[config.mk]
export PLATFORM = sky130hd
export DESIGN_NAME = pwm_shadow_timer
export DESIGN_NICKNAME = d
export VERILOG_FILES = /design/src/rtl/pwm_shadow_pkg.sv /design/src/rtl/pwm_regfile.sv /design/src/rtl/pwm_counter.sv /design/src/rtl/pwm_outstage.sv /design/src/rtl/pwm_shadow_timer.sv
export SDC_FILE = /design/constraint.sdc
export NUM_CORES = 1
export LEC_CHECK = 0
export ABC_AREA = 1
export CAP_MARGIN = 20
export CORE_MARGIN = 2
export CORE_UTILIZATION = 30
export CTS_BUF_LIST = sky130_fd_sc_hd__clkbuf_4
export DETAILED_ROUTE_END_ITERATION = 10
export GPL_TIMING_DRIVEN = 0
export PLACE_DENSITY_LB_ADDON = 0.25
export SLEW_MARGIN = 20
export SYNTH_ARGS = -nofsm -noshare
export SYNTH_HDL_FRONTEND = slang
export SYNTH_HIERARCHICAL = 1
export SYNTH_SLANG_ARGS = --single-unit
[constraint.sdc]
create_clock -name clk -period 4.67 [get_ports clk]
set_input_delay 1.401 -clock clk [delete_from_list [all_inputs] [get_ports clk]]
set_output_delay 1.401 -clock clk [all_outputs]
set_load 0.03 [all_outputs]
[src/rtl/pwm_shadow_pkg.sv]
package pwm_shadow_pkg;
  localparam int OFS_COUNT  = 0;
  localparam int OFS_PERIOD = 4;
  localparam int OFS_DUTY   = 8;
  localparam int OFS_CTRL   = 12;

  localparam int BIT_RUN  = 0;
  localparam int BIT_DPOL = 3;
  localparam int BIT_IPOL = 4;
  localparam int BIT_LOCK = 6;

  localparam int CTRL_W = 9;
  localparam logic [CTRL_W-1:0] CTRL_RESET = 9'h018;
  localparam logic [CTRL_W-1:0] CTRL_KEEP  = 9'h17F;

  // last count of a cycle: a zero period wraps on every tick
  function automatic logic is_last(input logic [31:0] cnt, input logic [31:0] per);
    return (per == 32'd0) || (({1'b0, cnt} + 33'd1) >= {1'b0, per});
  endfunction

  // output level for a given count while running
  function automatic logic run_level(input logic [31:0] cnt, input logic [31:0] duty,
                                     input logic dpol);
    return (cnt < duty) ? dpol : ~dpol;
  endfunction
endpackage

[src/rtl/pwm_regfile.sv]
module pwm_regfile
  import pwm_shadow_pkg::*;
#(
  parameter int CNT_W  = 16,
  parameter int ADDR_W = 4
) (
  input  logic              clk,
  input  logic              rst_n,
  input  logic              bus_wr,
  input  logic              bus_rd,
  input  logic [ADDR_W-1:0] bus_addr,
  input  logic [CNT_W-1:0]  bus_wdata,
  input  logic [CNT_W-1:0]  live_cnt,
  input  logic              commit,
  output logic [CNT_W-1:0]  bus_rdata,
  output logic              run_q,
  output logic              lock_q,
  output logic [CNT_W-1:0]  per_act,
  output logic [CNT_W-1:0]  duty_act,
  output logic              dpol_act,
  output logic              ipol_act
);
  logic [CTRL_W-1:0] ctrl_q;
  logic [CNT_W-1:0]  per_sh;
  logic [CNT_W-1:0]  duty_sh;
  logic [CNT_W-1:0]  rd_mux;
  logic sel_cnt, sel_per, sel_duty, sel_ctrl;

  assign sel_cnt  = (bus_addr == ADDR_W'(OFS_COUNT));
  assign sel_per  = (bus_addr == ADDR_W'(OFS_PERIOD));
  assign sel_duty = (bus_addr == ADDR_W'(OFS_DUTY));
  assign sel_ctrl = (bus_addr == ADDR_W'(OFS_CTRL));

  assign run_q  = ctrl_q[BIT_RUN];
  assign lock_q = ctrl_q[BIT_LOCK];

  // shadow side: written by software at any time
  always_ff @(posedge clk) begin
    if (!rst_n) begin
      ctrl_q  <= CTRL_RESET;
      per_sh  <= '0;
      duty_sh <= '0;
    end else if (bus_wr) begin
      if (sel_per)  per_sh  <= bus_wdata;
      if (sel_duty) duty_sh <= bus_wdata;
      if (sel_ctrl) ctrl_q  <= bus_wdata[CTRL_W-1:0] & CTRL_KEEP;
    end
  end

  // committed side: loaded only on commit
  always_ff @(posedge clk) begin
    if (!rst_n) begin
      per_act  <= '0;
      duty_act <= '0;
      dpol_act <= CTRL_RESET[BIT_DPOL];
      ipol_act <= CTRL_RESET[BIT_IPOL];
    end else if (commit) begin
      per_act  <= per_sh;
      duty_act <= duty_sh;
      dpol_act <= ctrl_q[BIT_DPOL];
      ipol_act <= ctrl_q[BIT_IPOL];
    end
  end

  always_comb begin
    rd_mux = '0;
    if (sel_cnt)       rd_mux = live_cnt;
    else if (sel_per)  rd_mux = per_sh;
    else if (sel_duty) rd_mux = duty_sh;
    else if (sel_ctrl) rd_mux = CNT_W'(ctrl_q);
  end

  always_ff @(posedge clk) begin
    if (!rst_n)      bus_rdata <= '0;
    else if (bus_rd) bus_rdata <= rd_mux;
  end
endmodule

[src/rtl/pwm_counter.sv]
module pwm_counter
  import pwm_shadow_pkg::*;
#(
  parameter int CNT_W = 16
) (
  input  logic             clk,
  input  logic             rst_n,
  input  logic             run,
  input  logic             tick,
  input  logic [CNT_W-1:0] per_act,
  output logic [CNT_W-1:0] cnt_q,
  output logic             wrap
);
  logic last;

  assign last = is_last(32'(cnt_q), 32'(per_act));
  assign wrap = run & tick & last;

  always_ff @(posedge clk) begin
    if (!rst_n || !run) cnt_q <= '0;
    else if (tick)      cnt_q <= last ? '0 : cnt_q + 1'b1;
  end
endmodule

[src/rtl/pwm_outstage.sv]
module pwm_outstage
  import pwm_shadow_pkg::*;
#(
  parameter int CNT_W = 16
) (
  input  logic             run,
  input  logic [CNT_W-1:0] cnt,
  input  logic [CNT_W-1:0] duty_act,
  input  logic             dpol_act,
  input  logic             ipol_act,
  output logic             pwm_out
);
  assign pwm_out = run ? run_level(32'(cnt), 32'(duty_act), dpol_act) : ipol_act;
endmodule

[src/rtl/pwm_shadow_timer.sv]
module pwm_shadow_timer #(
  parameter int CNT_W  = 16,
  parameter int ADDR_W = 4
) (
  input  logic              clk,
  input  logic              rst_n,
  input  logic              tick_en,
  input  logic              bus_wr,
  input  logic              bus_rd,
  input  logic [ADDR_W-1:0] bus_addr,
  input  logic [CNT_W-1:0]  bus_wdata,
  output logic [CNT_W-1:0]  bus_rdata,
  output logic              pwm_out
);
  logic             run_q, lock_q, wrap, commit;
  logic [CNT_W-1:0] cnt_q, per_act, duty_act;
  logic             dpol_act, ipol_act;

  // commit at wrap while running, every cycle while stopped, never while locked
  assign commit = ~lock_q & (~run_q | wrap);

  pwm_regfile #(.CNT_W(CNT_W), .ADDR_W(ADDR_W)) u_regs (
    .clk(clk), .rst_n(rst_n), .bus_wr(bus_wr), .bus_rd(bus_rd),
    .bus_addr(bus_addr), .bus_wdata(bus_wdata), .live_cnt(cnt_q),
    .commit(commit), .bus_rdata(bus_rdata), .run_q(run_q), .lock_q(lock_q),
    .per_act(per_act), .duty_act(duty_act), .dpol_act(dpol_act),
    .ipol_act(ipol_act)
  );

  pwm_counter #(.CNT_W(CNT_W)) u_cnt (
    .clk(clk), .rst_n(rst_n), .run(run_q), .tick(tick_en),
    .per_act(per_act), .cnt_q(cnt_q), .wrap(wrap)
  );

  pwm_outstage #(.CNT_W(CNT_W)) u_out (
    .run(run_q), .cnt(cnt_q), .duty_act(duty_act),
    .dpol_act(dpol_act), .ipol_act(ipol_act), .pwm_out(pwm_out)
  );
endmodule

Yosys cells after proc, flatten, opt, wreduce, memory -nomap -nowiden:

Cells that the tools add are included.

* reductions and logical operators: 9
* bitwise logic cells: 7
* shift operators: 0
* multiplexer cells: 7
* multipliers: 0
* div/mod/pow operators: 0
* add/sub/neg operators: 2
* equality and inequality tests: 3
* magnitude comparators: 2

Operators by type and width (number)
* 2-to-1 mux 16 bit: 4
* greater-or-equal comparator 33 x 16 -> 1 bit: 1
* adder 16 x 1 -> 17 bit, second input constant: 1
* adder 16 x 1 -> 16 bit, second input constant: 1
* logical NOT 16 bit: 1
* less-than comparator 16 bit: 1
* 2-to-1 mux 9 bit: 1
* equality test 4 bit, second input constant: 2
* AND reduction 2 bit: 3
* equality test 4 x 3 -> 1 bit, second input constant: 1
* logical NOT 4 bit: 1
* bitwise AND 1 bit: 3
* inverter 1 bit: 3
* logical NOT 1 bit: 2
* logical OR 1 bit: 2
* 2-to-1 mux 1 bit: 2
* OR 1 bit: 1

* output and inout port bits: 17
* bits in latches: 0
* memory bits (read-only): 0
* memories: 0
* memory bits (writable): 0
* word-level logic and storage cells: 39
* bits in registers: 106

Longest topological paths before layout:

* word-level depth: 6
* gate-level depth with buffers: 28
* depth with buffers taken out: 27

By module:

Netlist, hierarchy kept.

Modules (own cells, without submodules)
* pwm_regfile: area an instance 3550.9 um^2, times used 1, cells an instance 464
* pwm_counter: area an instance 1477.7 um^2, times used 1, cells an instance 230
* pwm_outstage: area an instance 441.7 um^2, times used 1, cells an instance 74
* pwm_shadow_timer: area an instance 12.5 um^2, times used 1, cells an instance 2

Worst setup path before layout:

Ideal clock, no wire load.

* path kind: register -> register
* from: reg u_cnt.cnt_q[0]
* to: reg u_regs.per_act[10]
* buffers on the path: 2
* setup time: 0.128 ns
* clock period less this slack: 3.279 ns
* cell stages (with the launch flop): 28
* arrival: 3.151 ns
* setup slack: 1.391 ns
* required time: 4.542 ns
* cells stage by stage: dfxtp_1 -> ha_1 -> nand2_1 -> nor2_2 -> nand3_2 -> nor2_1 -> nand2_1 -> nor2_1 -> nand2_1 -> and2_1 -> ha_1 -> nand2_1 -> inv_1 -> nand2_1 -> nor2_1 -> a21oi_1 -> nand2_1 -> nand2_1 -> nand2_1 -> nand2_1 -> nand2_1 -> nand2_2 -> nor2_1 -> inv_1 -> a21oi_2 -> clkbuf_1 -> clkbuf_1 -> a21oi_1

* word-level cells in the longest chain between the ends: 6

Ends and longest elaborated chain
* start, declared: line pwm_counter.sv:11 `output logic [CNT_W-1:0] cnt_q,`
* start signal, assigned: line pwm_counter.sv:21 `else if (tick) cnt_q <= last ? '0 : cnt_q + 1'b1;`
* adder 16 x 1 -> 17 bit: line pwm_shadow_pkg.sv:18 `return (per == 32'd0) || (({1'b0, cnt} + 33'd1) >= {1'b0, per});`
* greater-or-equal comparator 33 x 16 -> 1 bit: line pwm_shadow_pkg.sv:18
* logical OR 1 bit: line pwm_shadow_pkg.sv:18
* bitwise AND 1 bit: line pwm_counter.sv:17 `assign wrap = run & tick & last;`
* via wrap: line pwm_shadow_timer.sv:15 `logic run_q, lock_q, wrap, commit;`
* OR 1 bit: line pwm_shadow_timer.sv:20 `assign commit = ~lock_q & (~run_q | wrap);`
* bitwise AND 1 bit: line pwm_shadow_timer.sv:20
* via commit: line pwm_shadow_timer.sv:15
* end signal, assigned: line pwm_regfile.sv:58 `per_act <= per_sh;`
* end, declared: line pwm_regfile.sv:18 `output logic [CNT_W-1:0] per_act,`

The timed path passes the listed nets, and every way through them passes these cells.
A chain may end at the register's enable or synchronous reset.

Worst setup path after layout:

* from: reg u_cnt.cnt_q[0]
* to: reg u_regs.per_act[8]

The elaborated chain is that of the path after synthesis.

==> flow_summary.yaml <==
cells_and_area:
  drive_gt1_share_pct: 6.667
  finalNonFillerCells: 1055
  num-nets-final: 877
  finish.instance_area_um2: 6315
  area_delta_synth_final_pct: 15.18
  n_fill_cell: 1944
place:
  numPlacedInstances: 1038
  placed_area_um2: 6160
  gp_congestion: 0.8276
  portBuffers: 39
  hpwl_um: 12560
die:
  die_w_um: 139.2
  rows: 49
  fp.dieH_um: 139.2
  ioPinCount: 42
  die_area_um2: 19370
  start_util_pct: 30.52
  core_um2: 17960
detailed_routing:
  drt_iter0_markers: 248
  vias: 5042
  dr.pass1.iters: 5
  drcViolationCount: 0
  wl_um: 16090
  drtAntennaViolNets: 0
  avgViaCountPerCell: 4.779
  wl_per_cell_um: 15.25
synthesis:
  syn-instance-count: 770
  ys_types: 31
  synth-seq-cells: 106
  synth_xor_area_share_pct: 1.917
  syn_area_um2: 5483
  synthSimpleGateAreaFrac_pct: 22.39
  yosysWarnings: 6
  synth_top_family_by_area: "simple AND/OR/NAND/NOR gates"
  synth_mux_area_share_pct: 1.095
  synth_adder_area_share_pct: 7.303
  synth-main-ff-cell: "dfxtp_1"
  ys_async_sr_fraction_pct: 0
  avgSynthCellArea_um2: 7.120
  synth_compound_area_share_pct: 17.46
  yosysSeqAreaShare_pct: 38.70
  syn-num-nets: 827
  synth_edf_count: 0
global_routing:
  grt_usage_pct: 16.97
  grt_max_degree: 20
  grt_pass1_vias: 4884
  overflow: 0
  grt_pass1_wl_um: 25850
  antenna_found_initial: 1
sta:
  hold_viol_final: 0
  max_freq_ghz: 0.2438
  skew_ps: 22.21
  finalSetupTns_ps: 0
  relSlewSlack_pct: 55.84
  worstMarginPinSlew_ps: 662.3
  final-setup-viol-count: 0
  fin_crit_sh_pct: 87.85
  final_max_slew_viol_count: 0
  rsz0062_at_grt: "false"
  min_period_ps: 4102
clock_tree:
  cts_max_level: 3
  clk_path_buf_depth: 2
  clk_pin_slew_ps: 170
  cts-root-buf: "clkbuf_4"
  cts.sinks: 106
  cts_setup_buffers: 0
  numCtsBuffers: 9
  cts_tree: "built"
  clock_latency_ps: 500
critical_path:
  crit_fanout: 10
  start_kind: "register"
  critPathArrivalTime_ps: 4490
  cpPeakStageDelay_ps: 510
  crit_top_cell: "nand2_1"
  critPathRequiredTime_ps: 5050
  crit_type: "register to register"
  cp_slowest_cell: "dfxtp_1"
  endpoint_kind: "register"
status:
  outcome: "finished, final reports clean"
power_and_ir_drop:
  powerDensity_nw_per_um2: 261.9
  ir_drop_uv: 136.6
  power_leakage_nw: 2.554
flow_run:
  maxCapViolations: 0
worst_hold_path:
  hold_path.class: "register to register"
critical path, delay by kind of cell (launching register included):
family / cells / cell delay, ps
AO/OA/AOI/OAI: 3 / 370
adder cells (fa/ha/maj): 2 / 510
buffers and inverters: 4 / 970
flip-flops: 1 / 510
AND/OR/NAND/NOR: 18 / 1610
logic make-up (layout without fill, tap and decap cells):
| kind of cell | after synthesis | count (layout) |
|---|---|---|
| other cells | 0 | 1 |
| mux | 6 | 6 |
| xor+xnor | 12 | 12 |
| simple gates | 273 | 273 |
| compound gates | 189 | 189 |
| buf+inv | 152 | 207 |
| flops | 106 | 106 |
| fa+ha+maj | 32 | 32 |
timing repair:
action	in CTS	in global routing
gates resized for setup	0	2
hold endpoints to repair	0	0
endpoints found under the setup margin	0	10
hold buffers	0	0
cell usage in the layout (no fill, tap or decap), types with 4 or more instances in the layout:
master	count
nand2_1	121
inv_1	112
dfxtp_1	106
a21oi_1	96
o21ai_0	86
nor2_1	57
nand3_1	56
clkdlybuf4s50_1	39
ha_1	32
clkbuf_1	23
xor2_1	11
clkbuf_4	9
nand4_1	9
buf_2	8
and3_1	8
nor2_2	7
mux2i_1	6
o21ai_1	4
area by class of cell:
type                            count  area [µm²]  area share, %
Antenna cell                        1       2.502        0.03963
Inverter                          115       431.7          6.836
Tap cell                          229       286.5          4.537
Clock buffer                        9       67.56          1.070
Multi-Input combinational cell    512        2750          43.55
Sequential cell                   106        2122          33.60
Clock inverter                      7       83.83          1.328
Buffer                             37       180.2          2.853
Timing Repair Buffer               39       390.4          6.182
worst paths after layout:
| kind | start | end | slack (ps) | depth (start not counted) |
|---|---|---|---|---|
| max | u_cnt/cnt_q[0] | u_regs/per_act[8] | 570 | 27 |
| min | u_regs/bus_rdata[8] | u_regs/bus_rdata[8] | 480 | 2 |
| max reg2reg | u_cnt/cnt_q[0] | u_regs/per_act[8] | 570 | 27 |
| min reg2reg | u_regs/bus_rdata[8] | u_regs/bus_rdata[8] | 480 | 2 |
layer usage:
metal,global-route usage [%],part of all wire (%)
met1,22.66,48
met2,28.16,46
met3,2.003,3.2
met4,6.433,2.3
met5,0,0
sequential cells by signal, summed over array words and instances (netlist names):
name	cells
u_regs/duty_sh	16
u_regs/ctrl_q	8
u_regs/ipol_act	1
u_regs/bus_rdata	16
u_regs/per_act	16
u_regs/dpol_act	1
u_cnt/cnt_q	16
u_regs/per_sh	16
u_regs/duty_act	16
stage by stage:
step                      hold slack [ps]  setup slack, ps  utilization, %  total power [mW]
after floorplan                     429.2             1391               -             1.074
after global placement              455.9            466.5           34.29             1.155
after detailed placement            458.8            505.5           34.29             1.156
after CTS                           480.7            457.8           35.13             1.677
after global routing                502.8            42.09           35.15             1.732
final                               476.6            567.5           35.15             1.654
where the power goes:
part           switching (mW)  total (mW)  internal [mW]  leakage, nW
sequential             0.0108       0.936          0.926        0.858
clock                   0.343       0.517          0.174       0.0795
combinational           0.128       0.200         0.0728         1.62
synthesized netlist by cell type (3+ instances only):
master      n  area, µm²
a21oi_1    96      480.5
a21oi_2     3      26.28
and3_1      8      50.05
buf_2       8      40.04
buf_4       3      22.52
clkbuf_1   24      90.09
dfxtp_1   106       2122
ha_1       32      400.4
inv_1     112      420.4
inv_2       3      11.26
mux2i_1     6      60.06
nand2_1   121      454.2
nand3_1    56      280.3
nand4_1     9      56.30
nor2_1     57      214.0
nor2_2      7      43.79
o21ai_0    86      430.4
o21ai_1     4      20.02
xor2_1     11      96.34
Power figures use the tool's default switching activity.
